<file path="src/rtl/adc_trig_pkg.sv">
// Package: shared constants and the configuration record for the ADC trigger sequencer.
// Assumes the hardware sources are indexed external first, internal second.
package adc_trig_pkg;

    localparam int NUM_HW_SRC = 2;
    localparam int SRC_EXT    = 0;
    localparam int SRC_INT    = 1;

    typedef struct packed {
        logic ext_en;
        logic int_en;
        logic cont;
        logic pwr;
    } trig_cfg_t;

    localparam trig_cfg_t CFG_RESET = '{ext_en: 1'b0, int_en: 1'b0, cont: 1'b0, pwr: 1'b0};

endpackage

</file>
<file path="src/rtl/adc_trig_filter.sv">
// Module: adc_trig_filter
// Brings an asynchronous active-low trigger level into the clock domain
// through SYNC_STAGES flops. It then counts consecutive low samples and
// raises `fire` for one clock when the count reaches LOW_MIN. The count
// saturates, so a long low period fires only once.
// Assumes SYNC_STAGES >= 2 and LOW_MIN >= 1.
module adc_trig_filter #(
    parameter int SYNC_STAGES = 2,
    parameter int LOW_MIN     = 2
) (
    input  logic clk,
    input  logic rst_n,
    input  logic trig_n,
    output logic fire
);

    localparam int CW = $clog2(LOW_MIN + 1);
    localparam logic [CW-1:0] CNT_FIRE = CW'(LOW_MIN - 1);
    localparam logic [CW-1:0] CNT_SAT  = CW'(LOW_MIN);

    logic [SYNC_STAGES-1:0] sync_q;
    logic [CW-1:0]          low_cnt;
    logic                   synced_n;

    // Synchronizer shift chain; idles high (no trigger).
    always_ff @(posedge clk) begin
        if (!rst_n) sync_q <= '1;
        else        sync_q <= {sync_q[SYNC_STAGES-2:0], trig_n};
    end

    assign synced_n = sync_q[SYNC_STAGES-1];

    // Count consecutive low samples, saturating at LOW_MIN.
    always_ff @(posedge clk) begin
        if (!rst_n)                 low_cnt <= '0;
        else if (synced_n)          low_cnt <= '0;
        else if (low_cnt != CNT_SAT) low_cnt <= low_cnt + 1'b1;
    end

    // Fire on the sample that completes the minimum low duration.
    assign fire = !synced_n && (low_cnt == CNT_FIRE);

    AST_FIRE_NEEDS_TWO_LOWS: assert property (@(posedge clk) disable iff (!rst_n)
        fire |-> (!synced_n && !$past(synced_n)));
    AST_FIRE_ONCE: assert property (@(posedge clk) disable iff (!rst_n)
        fire |=> !fire);

endmodule

</file>
<file path="src/rtl/adc_trig_ctrl.sv">
// Module: adc_trig_ctrl
// Holds the configuration bits and the start/busy flag. It combines the
// filtered hardware requests with software start/stop and issues the
// start-of-group pulse on every rising edge of busy.
// Assumes hw_fire pulses are one clock wide and already filtered.
module adc_trig_ctrl
    import adc_trig_pkg::*;
(
    input  logic                  clk,
    input  logic                  rst_n,
    input  logic [NUM_HW_SRC-1:0] hw_fire,
    input  logic                  cfg_we,
    input  trig_cfg_t             cfg_in,
    input  logic                  sw_start,
    input  logic                  sw_stop,
    input  logic                  halt,
    input  logic                  eog,
    output logic                  busy,
    output logic                  grp_start,
    output logic                  pwr_on
);

    trig_cfg_t cfg_q;
    logic      busy_q;
    logic      busy_d;
    logic      grp_start_q;
    logic      req_ext;
    logic      req_int;
    logic      req_sw;
    logic      start_req;

    // Configuration register; halt forces power off over any write.
    always_ff @(posedge clk) begin
        if (!rst_n) begin
            cfg_q <= CFG_RESET;
        end else begin
            if (cfg_we) cfg_q <= cfg_in;
            if (halt)   cfg_q.pwr <= 1'b0;
        end
    end

    // Request qualification per source; only the external path skips the power check.
    always_comb begin
        req_ext   = hw_fire[SRC_EXT] && cfg_q.ext_en;
        req_int   = hw_fire[SRC_INT] && cfg_q.int_en && cfg_q.pwr;
        req_sw    = sw_start && cfg_q.pwr;
        start_req = req_ext || req_int || req_sw;
    end

    // Next busy value: stop first, then start when idle, then single-mode end of group.
    always_comb begin
        busy_d = busy_q;
        if (sw_stop)                          busy_d = 1'b0;
        else if (!busy_q && start_req)        busy_d = 1'b1;
        else if (busy_q && eog && !cfg_q.cont) busy_d = 1'b0;
    end

    // Busy flag and the start pulse marking its rising edge.
    always_ff @(posedge clk) begin
        if (!rst_n) begin
            busy_q      <= 1'b0;
            grp_start_q <= 1'b0;
        end else begin
            busy_q      <= busy_d;
            grp_start_q <= busy_d && !busy_q;
        end
    end

    assign busy      = busy_q;
    assign grp_start = grp_start_q;
    assign pwr_on    = cfg_q.pwr;

    AST_START_ONE_CYCLE: assert property (@(posedge clk) disable iff (!rst_n)
        grp_start |=> !grp_start);
    AST_START_WITH_BUSY: assert property (@(posedge clk) disable iff (!rst_n)
        grp_start |-> busy);
    AST_SINGLE_END: assert property (@(posedge clk) disable iff (!rst_n)
        (busy && !cfg_q.cont && eog && !cfg_we) |=> !busy);
    AST_CONT_HOLD: assert property (@(posedge clk) disable iff (!rst_n)
        (busy && cfg_q.cont && !sw_stop) |=> busy);
    AST_NO_START_WHILE_BUSY: assert property (@(posedge clk) disable iff (!rst_n)
        (busy && !sw_stop) |=> !grp_start);
    AST_EXT_UNPOWERED: assert property (@(posedge clk) disable iff (!rst_n)
        (hw_fire[SRC_EXT] && cfg_q.ext_en && !busy && !sw_stop) |=> (busy && grp_start));
    AST_HALT_PWR: assert property (@(posedge clk) disable iff (!rst_n)
        halt |=> !pwr_on);
    AST_STOP_WINS: assert property (@(posedge clk) disable iff (!rst_n)
        sw_stop |=> (!busy && !grp_start));

endmodule

</file>
<file path="src/rtl/adc_trig_seq.sv">
// Module: adc_trig_seq (top)
// ADC conversion trigger sequencer. It builds one glitch filter per hardware
// trigger source and feeds the filtered requests to the busy/config controller.
// Assumes the trigger inputs may be asynchronous; all else is in the clk domain.
module adc_trig_seq
    import adc_trig_pkg::*;
#(
    parameter int SYNC_STAGES = 2,
    parameter int LOW_MIN     = 2
) (
    input  logic clk,
    input  logic rst_n,
    input  logic ext_trig_n,
    input  logic int_trig_n,
    input  logic cfg_we,
    input  logic cfg_ext_en,
    input  logic cfg_int_en,
    input  logic cfg_cont,
    input  logic cfg_pwr,
    input  logic sw_start,
    input  logic sw_stop,
    input  logic halt,
    input  logic eog,
    output logic grp_start,
    output logic busy,
    output logic pwr_on
);

    logic [NUM_HW_SRC-1:0] trig_n_vec;
    logic [NUM_HW_SRC-1:0] hw_fire;
    trig_cfg_t             cfg_in;

    // Gather sources into a vector indexed by the package constants.
    always_comb begin
        trig_n_vec          = '1;
        trig_n_vec[SRC_EXT] = ext_trig_n;
        trig_n_vec[SRC_INT] = int_trig_n;
        cfg_in = '{ext_en: cfg_ext_en, int_en: cfg_int_en, cont: cfg_cont, pwr: cfg_pwr};
    end

    for (genvar s = 0; s < NUM_HW_SRC; s++) begin : g_filt
        adc_trig_filter #(
            .SYNC_STAGES (SYNC_STAGES),
            .LOW_MIN     (LOW_MIN)
        ) u_filt (
            .clk    (clk),
            .rst_n  (rst_n),
            .trig_n (trig_n_vec[s]),
            .fire   (hw_fire[s])
        );
    end

    adc_trig_ctrl u_ctrl (
        .clk       (clk),
        .rst_n     (rst_n),
        .hw_fire   (hw_fire),
        .cfg_we    (cfg_we),
        .cfg_in    (cfg_in),
        .sw_start  (sw_start),
        .sw_stop   (sw_stop),
        .halt      (halt),
        .eog       (eog),
        .busy      (busy),
        .grp_start (grp_start),
        .pwr_on    (pwr_on)
    );

endmodule

</file>
<file path="config.mk">
export PLATFORM = sky130hd
export DESIGN_NAME = adc_trig_seq
export DESIGN_NICKNAME = d
export VERILOG_FILES = /design/src/rtl/adc_trig_pkg.sv /design/src/rtl/adc_trig_filter.sv /design/src/rtl/adc_trig_ctrl.sv /design/src/rtl/adc_trig_seq.sv
export SDC_FILE = /design/constraint.sdc
export NUM_CORES = 1
export LEC_CHECK = 0
export BUFFER_PORTS_ARGS = -buffer_cell sky130_fd_sc_hd__buf_2
export CAP_MARGIN = 20
export CORE_MARGIN = 2
export CORE_UTILIZATION = 40
export CTS_BUF_LIST = sky130_fd_sc_hd__clkbuf_8
export DETAILED_ROUTE_END_ITERATION = 10
export SYNTH_ARGS = -nofsm -noshare
export SYNTH_HDL_FRONTEND = slang
export SYNTH_SLANG_ARGS = --single-unit
</file>
<file path="constraint.sdc">
create_clock -name clk -period 1.3 [get_ports clk]
set_input_delay 0.065 -clock clk [delete_from_list [all_inputs] [get_ports clk]]
set_output_delay 0.065 -clock clk [all_outputs]
set_load 0.005 [all_outputs]
</file>
* Word-level counts from Yosys, hierarchy flattened
Cells that the tools add are included.
** Storage, ports and cells
- Register bits :: 14
- Input bits :: 13
- Output and inout port bits :: 3
- Word-level logic and storage cells :: 39
** Operators by class
- Add/subtract/negate cells :: 2
- Equality and inequality tests :: 4
- Multiplexer cells :: 3
- Bitwise operators :: 1
- Reduce and logical (&&, ||, !) cells :: 19
** Operators by type and width (number)
- $logic_and 1x1->1 :: 10
- $reduce_or 2->1 :: 3
- $add 2x1->2 const B :: 2
- $eq 2x1->1 const B :: 2
- $logic_not 1->1 :: 4
- $ne 2x2->1 const B :: 2
- $mux 1 :: 3
- $logic_or 1x1->1 :: 2
- $not 1->1 :: 1

* Logic depth before layout (Yosys ltp)
Gate-level depths: netlist of run 1.
- Depth in word-level cells :: 10
- Mapped depth :: 5

* Cells and area by module
From an unflattened synthesis of run 1, not the netlist that was laid out.
** Unflattened totals
- Cells, all modules :: 55
- Area total of the unflattened synthesis :: 600.6 um^2
** By module, submodules not included
- adc_trig_filter :: times used 2, cells an instance 16, area each 171.4 um^2
- adc_trig_ctrl :: times used 1, cells an instance 23, area each 257.7 um^2

* Least setup slack after synthesis of run 1
Ideal clock, no wire load.
- Kind :: reg2reg
- From :: reg g_filt[1].u_filt.low_cnt[1]
- To :: reg u_ctrl.busy_q, in the netlist u_ctrl.busy
- Arrival :: 908 ps
- Required time :: 1181 ps
- Slack :: 274 ps
- Stages on the path, launching flop included :: 6
- Path buffers :: 0
- Path through :: dfxtp_1 > inv_1 > ha_1 > nand4b_1 > nand3_1 > o221a_1
** On the way
- Cells in the longest elaborated chain, start to end :: 9
** RTL lines
- start: declaration :: line adc_trig_filter.sv:22 : logic [CW-1:0] low_cnt;
- start signal: assignment :: line adc_trig_filter.sv:37 : else if (low_cnt != CNT_SAT) low_cnt <= low_cnt + 1'b1;
- $eq 2x1->1 :: line adc_trig_filter.sv:41 : assign fire = !synced_n && (low_cnt == CNT_FIRE);
- $logic_and 1x1->1 :: line adc_trig_filter.sv:41
- $logic_and 1x1->1 (2 in a row) :: line adc_trig_ctrl.sv:45 : req_int = hw_fire[SRC_INT] && cfg_q.int_en && cfg_q.pwr;
- $logic_or 1x1->1 (2 in a row) :: line adc_trig_ctrl.sv:47 : start_req = req_ext || req_int || req_sw;
- $logic_and 1x1->1 :: line adc_trig_ctrl.sv:54 : else if (!busy_q && start_req) busy_d = 1'b1;
- $mux 1 :: line adc_trig_ctrl.sv:54
- $mux 1 :: line adc_trig_ctrl.sv:53 : if (sw_stop) busy_d = 1'b0;
- end signal: assignment :: line adc_trig_ctrl.sv:64 : busy_q <= busy_d;
- end: declaration :: line adc_trig_ctrl.sv:24 : logic busy_q;
No other way between the ends.
A chain may end at the register's enable or synchronous reset.

* Worst setup path in the final report of run 1
Same ends and word-level chain as after synthesis.

==> results of run 1 <==
==> worst paths after layout <==
kind	end	depth (start not counted)	slack, ns	from
worst min-delay path	g_filt[0].u_filt.sync_q[0]	2	0.01	ext_trig_n
worst max-delay path	u_ctrl.busy	5	0.21	g_filt[1].u_filt.low_cnt[1]
worst max register to register	u_ctrl.busy	5	0.21	g_filt[1].u_filt.low_cnt[1]
worst min register to register	g_filt[1].u_filt.sync_q[1]	1	0.41	g_filt[1].u_filt.sync_q[0]
==> final cells by class <==
type / count / area, um^2
Clock buffer: 4 / 55.1
Fill cell: 123 / 586
Inverter: 4 / 15.0
Multi-Input combinational cell: 36 / 268
Sequential cell: 14 / 280
Tap cell: 15 / 18.8
Timing Repair Buffer: 17 / 95.1
==> per-layer routing <==
| metal | routed length (um) | vias up |
|---|---|---|
| met5 | 0 | - |
| met4 | 0 | 0 |
| met3 | 50 | 0 |
| met2 | 414 | 9 |
| met1 | 378 | 182 |
| li1 | - | 219 |
==> registers in the layout, indices dropped and copies added (netlist names) <==
register and flops:
u_ctrl.busy 1, u_ctrl.pwr_on 1, u_ctrl.cfg_q 3, g_filt.u_filt.sync_q 4, g_filt.u_filt.low_cnt 4, u_ctrl.grp_start 1
==> timing repair <==
action                                 in CTS  in global routing
hold buffers                                2                  0
endpoints found under the hold margin       2                  0
gates resized for setup                     0                  0
==> through the flow <==
step           utilization, %  cells
6_report                 55.6     90
2_1_floorplan               -     56
3_3_place_gp             49.9     84
4_1_cts                  55.6     90
3_5_place_dp             49.9     84
5_1_grt                  55.6     90
==> synth_stat cells <==
cell type   n
a21oi_1     2
and3b_2     1
buf_2       1
buf_4       1
dfxtp_1    14
ha_1        4
inv_1       4
mux2i_1     4
nand2_1     2
nand2b_1    5
nand2b_2    1
nand3_1     1
nand3b_1    1
nand4b_1    1
nor2_1      6
nor2b_1     4
nor3b_2     1
o221a_1     1
xor2_1      2
==> where the power goes <==
group	total, uW	switching, uW	internal, uW	leakage (uW)
logic	59.1	22.8	36.3	0.000196
registers	452	7.41	444	0.000115
clock network	406	138	268	0.0000288
==> cell families (layout without fill, tap and decap cells) <==
group / after synthesis / after routing / share of synthesized area (%)
AO/OA/AOI/OAI: 3 / 3 / 3.70
XOR/XNOR: 2 / 2 / 3.04
adder cells (fa/ha/maj): 4 / 4 / 8.70
buffers and inverters: 6 / 25 / 4.78
flip-flops: 14 / 14 / 48.7
multiplexers: 4 / 4 / 6.96
AND/OR/NAND/NOR: 23 / 23 / 24.1
==> metrics.yaml, run 1 <==
die_height_um: 41.9
required_ns: 1.43
worst_clock_skew_ns: 0.00117
syn_area_per_cell_um2: 10.3
busiest_layer: "met2"
diodes: 0
drcViolationCount: 0
ys_ff_latch: 14
htree_levels: 1
first_global_vias: 387
design.core.area_um2: 1320
grtUsageMet3_pct: 6.52
wire_per_inst_um: 9.37
area_delta_synth_final_pct: 27.2
cts_made_buffers: 3
num_io_pins: 16
grt_pass1_wl_mm: 1.53
routed_wl_um: 843
io_buffers: 15
die_area_um2: 1760
syn_inst: 56
cts_root_buffer: "clkbuf_8"
end_kind: "flop"
use_met2_pct: 19.4
overflow: 0
whs_ns: 0.00985
slew_viol_final: 0
firstDrtPassIters: 2
use_met1_pct: 12.8
gp_congestion: 0.705
fin_nets: 93
synth_fp_nets: 73
setup_slack_ns: 0.209
start_util_pct: 43.7
synthTopCellsByArea: "dfxtp_1 49%, ha_1 8.7%, mux2i_1 7.0%, nand2b_1 5.4%, nor2b_1 4.3%"
clk_pin_slew_ns: 0.05
fmax_mhz: 917
ant_nets: 0
setup_tns_ns: 0
post_drt_via_cell_ratio: 4.56
holdCritPathClass: "in -> reg"
clock_latency_ns: 0.24
p_per_area_nw_per_um2: 1250
stdcell_area_um2: 732
clkSinkCount: 14
final_common_cell: "buf_2"
finalSetupViolations: 0
hold_viol: 0
dp_hpwl_um: 654
cp_max_fo: 3
rsz0062_at_grt: "false"
crit_slowest_cell: "dfxtp_1"
post-route-min-period_ns: 1.09
synth_cell_types: 19
pre_cts_slack_ns: 0.210
worst-slew-pin-transition_ns: 0.158
ir_drop_mv: 0.967
cts_tree: "done"
postPlaceCellArea_um2: 657
ys_seq_area_share_pct: 48.7
layout-drive-gt1-share_pct: 29.3
p_leak_uw: 0.000340
critPathMaxStageDelay_ns: 0.35
yosys.area.top_type: "dfxtp_1"
crit_buf_inv: 1
yosysTopAreaCellShare_pct: 48.7
synth_area_um2: 576
min_period_over_period_pct: 83.9
yosysWarningCount: 0
relSlewSlack_pct: 89.2
final_cell_mix: "15 x buf_2, 14 x dfxtp_1, 6 x nor2_1, 5 x nand2b_1"
start_kind: "flop"
die_x_um: 41.9
outcome: "finished, final reports clean"
post_cts_buffers: 0
path_class: "reg -> reg"
drt_iter0_drc: 1
antenna_found_initial: 0
critPathTopFamily: "flip-flops"
clockBufferDepth: 2
grt_max_degree: 12
vias: 410
drv_cap: 0
path_cells: "inv_1 -> ha_1 -> nand4b_1 -> nand3_1 -> o221a_1"
arrival_ns: 1.22
row_count: 13
fin_total_pwr_uw: 916
grt.total_usage_pct: 11.8
(Power assumes the default switching activity.)
==> run 2, diff against run 1 <==
ABC_AREA = 1   (was unset)
clock period = 1.1 ns   (was 1.3 ns; I/O delays follow)
==> metrics.yaml, run 2 <==
die_area_um2: 1800
synth_fp_nets: 91
dp_hpwl_um: 856
design.core.area_um2: 1330
drcViolationCount: 0
grt.total_usage_pct: 14.3
htree_levels: 1
n_fill_cell: 142
yosysMostFrequentCell: "dfxtp_1"
die_height_um: 42.4
grt_max_degree: 9
crit_slowest_cell: "dfxtp_1"
final_cell_mix: "15 x buf_2, 14 x dfxtp_1, 13 x inv_1, 12 x nor2_1, 12 x nand2_1"
crit_path_frequent_cell: "inv_1"
multi_input_area_um2: 263
path_cells: "inv_1 -> ha_1 -> inv_1 -> nor2_1 -> a211oi_2"
yosysWarningCount: 0
clockBufferDepth: 2
synth_cell_types: 15
worst-slew-pin-transition_ns: 0.167
postPlaceCellArea_um2: 684
critPathMaxStageDelay_ns: 0.36
vias: 514
min_period_over_period_pct: 95.6
wire_per_inst_um: 10.0
synth_flop_cell: "dfxtp_1"
holdCritPathClass: "in -> reg"
drt_iter0_drc: 5
fin_nets: 114
wl_met1_um: 453
wl_met2_um: 584
first_global_vias: 488
async_reset_ff_share_pct: 0
syn_inst: 74
synthTopCellsByArea: "dfxtp_1 47%, ha_1 8.5%, inv_1 8.3%, nand2_1 7.6%, nor2_1 7.6%"
synth_area_um2: 591
worst_clock_skew_ns: 0.00255
ant_nets: 0
antenna_found_initial: 0
synth_common_cells: "14 x dfxtp_1, 13 x inv_1, 12 x nand2_1, 12 x nor2_1"
cts_root_buffer: "clkbuf_8"
met3WireLength_um: 75
relSlewSlack_pct: 88.8
syn_area_per_cell_um2: 7.98
ir_drop_mv: 1.18
yosysTopAreaCellShare_pct: 47.5
routed_wl_mm: 1.11
arrival_ns: 1.21
num_io_pins: 16
largestRegisters: "g_filt.u_filt.low_cnt: 4 flops, g_filt.u_filt.sync_q: 4 flops, u_ctrl.cfg_q: 3 flops"
layout-drive-gt1-share_pct: 28.1
finalSetupViolations: 0
row_count: 13
clock_latency_ns: 0.24
post_cts_buffers: 0
post_drt_via_cell_ratio: 4.63
die_x_um: 42.4
cts_made_buffers: 3
fin_total_pwr_uw: 1110
end_kind: "flop"
seqCellArea_um2: 280
drv_cap: 0
start_kind: "flop"
dr.max_layer_used: "met3"
ys_seq_area_share_pct: 47.5
gp_congestion: 0.716
start_util_pct: 44.3
cp_max_fo: 3
p_leak_uw: 0.000382
final_common_cell: "buf_2"
clk_pin_slew_ns: 0.06
clkSinkCount: 14
stdcell_area_um2: 774
grt_pass1_wl_mm: 1.97
fmax_mhz: 951
io_buffers: 15
hold_viol: 0
ys_ff_latch: 14
cts_tree: "done"
firstDrtPassIters: 2
post-route-min-period_ns: 1.05
slew_viol_final: 0
synth-edff-count: 0
diodes: 0
outcome: "finished, final reports clean"
overflow: 0
required_ns: 1.26
p_per_area_nw_per_um2: 1430
yosys.area.top_type: "dfxtp_1"
area_delta_synth_final_pct: 31.1
path_class: "reg -> reg"
==> run 2: repair_timing <==
item | 4_1_cts | 5_1_grt
hold buffers | 3 | 0
endpoints found under the setup margin | 0 | 1
resized for setup | 0 | 1
endpoints found under the hold margin | 3 | 0
==> run 2: cell type report <==
cell class	instances	area share [%]
Timing Repair Buffer	18	13.6
Inverter	14	6.79
Sequential cell	14	36.2
Multi-Input combinational cell	46	33.9
Tap cell	15	2.42
Clock buffer	4	7.11
==> run 2: kinds of logic (layout without fill, tap and decap cells) <==
group	after synthesis	count (layout)	share of synthesized area (%)
adder cells (fa/ha/maj)	4	4	8.47
AND/OR/NAND/NOR	33	33	25.2
AO/OA/AOI/OAI	9	9	9.96
flip-flops	14	14	47.5
buffers and inverters	14	36	8.90
==> run 2: metrics by stage <==
stage	hold slack (ns)	util, %	TNS, ns	cells	setup WS [ns]
after CTS	0.0380	57.7	0	111	0.0399
after global routing	0.0557	58.1	-0.0324	111	-0.0243
after detailed placement	0.238	51.3	0	104	0.0591
after floorplan	0.129	-	0	74	0.165
final	0.0381	58.1	0	111	0.0484
after global placement	0.236	51.3	0	104	0.0950
==> run 2: where the power goes <==
part	internal (uW)	switching, uW
registers	527	10.0
clock network	316	172
logic	43.0	37.3
total	886	219
==> run 2: final timing paths <==
check / endpoint / slack [ns] / depth (start not counted) / startpoint
setup reg to reg: g_filt[0].u_filt.low_cnt[1] / 0.05 / 5 / g_filt[0].u_filt.low_cnt[0]
setup / recovery: g_filt[0].u_filt.low_cnt[1] / 0.05 / 5 / g_filt[0].u_filt.low_cnt[0]
hold / removal: u_ctrl.cfg_q[3] / 0.04 / 3 / cfg_ext_en
hold reg to reg: g_filt[0].u_filt.sync_q[1] / 0.41 / 1 / g_filt[0].u_filt.sync_q[0]
==> run 2: critical path: cells and delay by family (launching register included) <==
kind	cells	cell delay [ns]
adders and majority gates	1	0.21
DFF	1	0.36
buffers and inverters	2	0.19
AOI/OAI and AO/OA	1	0.15
and+or+nand+nor	1	0.07
==> run 2: routing by layer <==
metal | up-vias | global-route usage (%)
met4 | 0 | 5.63
met2 | 13 | 23.1
li1 | 273 | -
met1 | 228 | 15.7
met3 | 0 | 7.33
met5 | - | 0
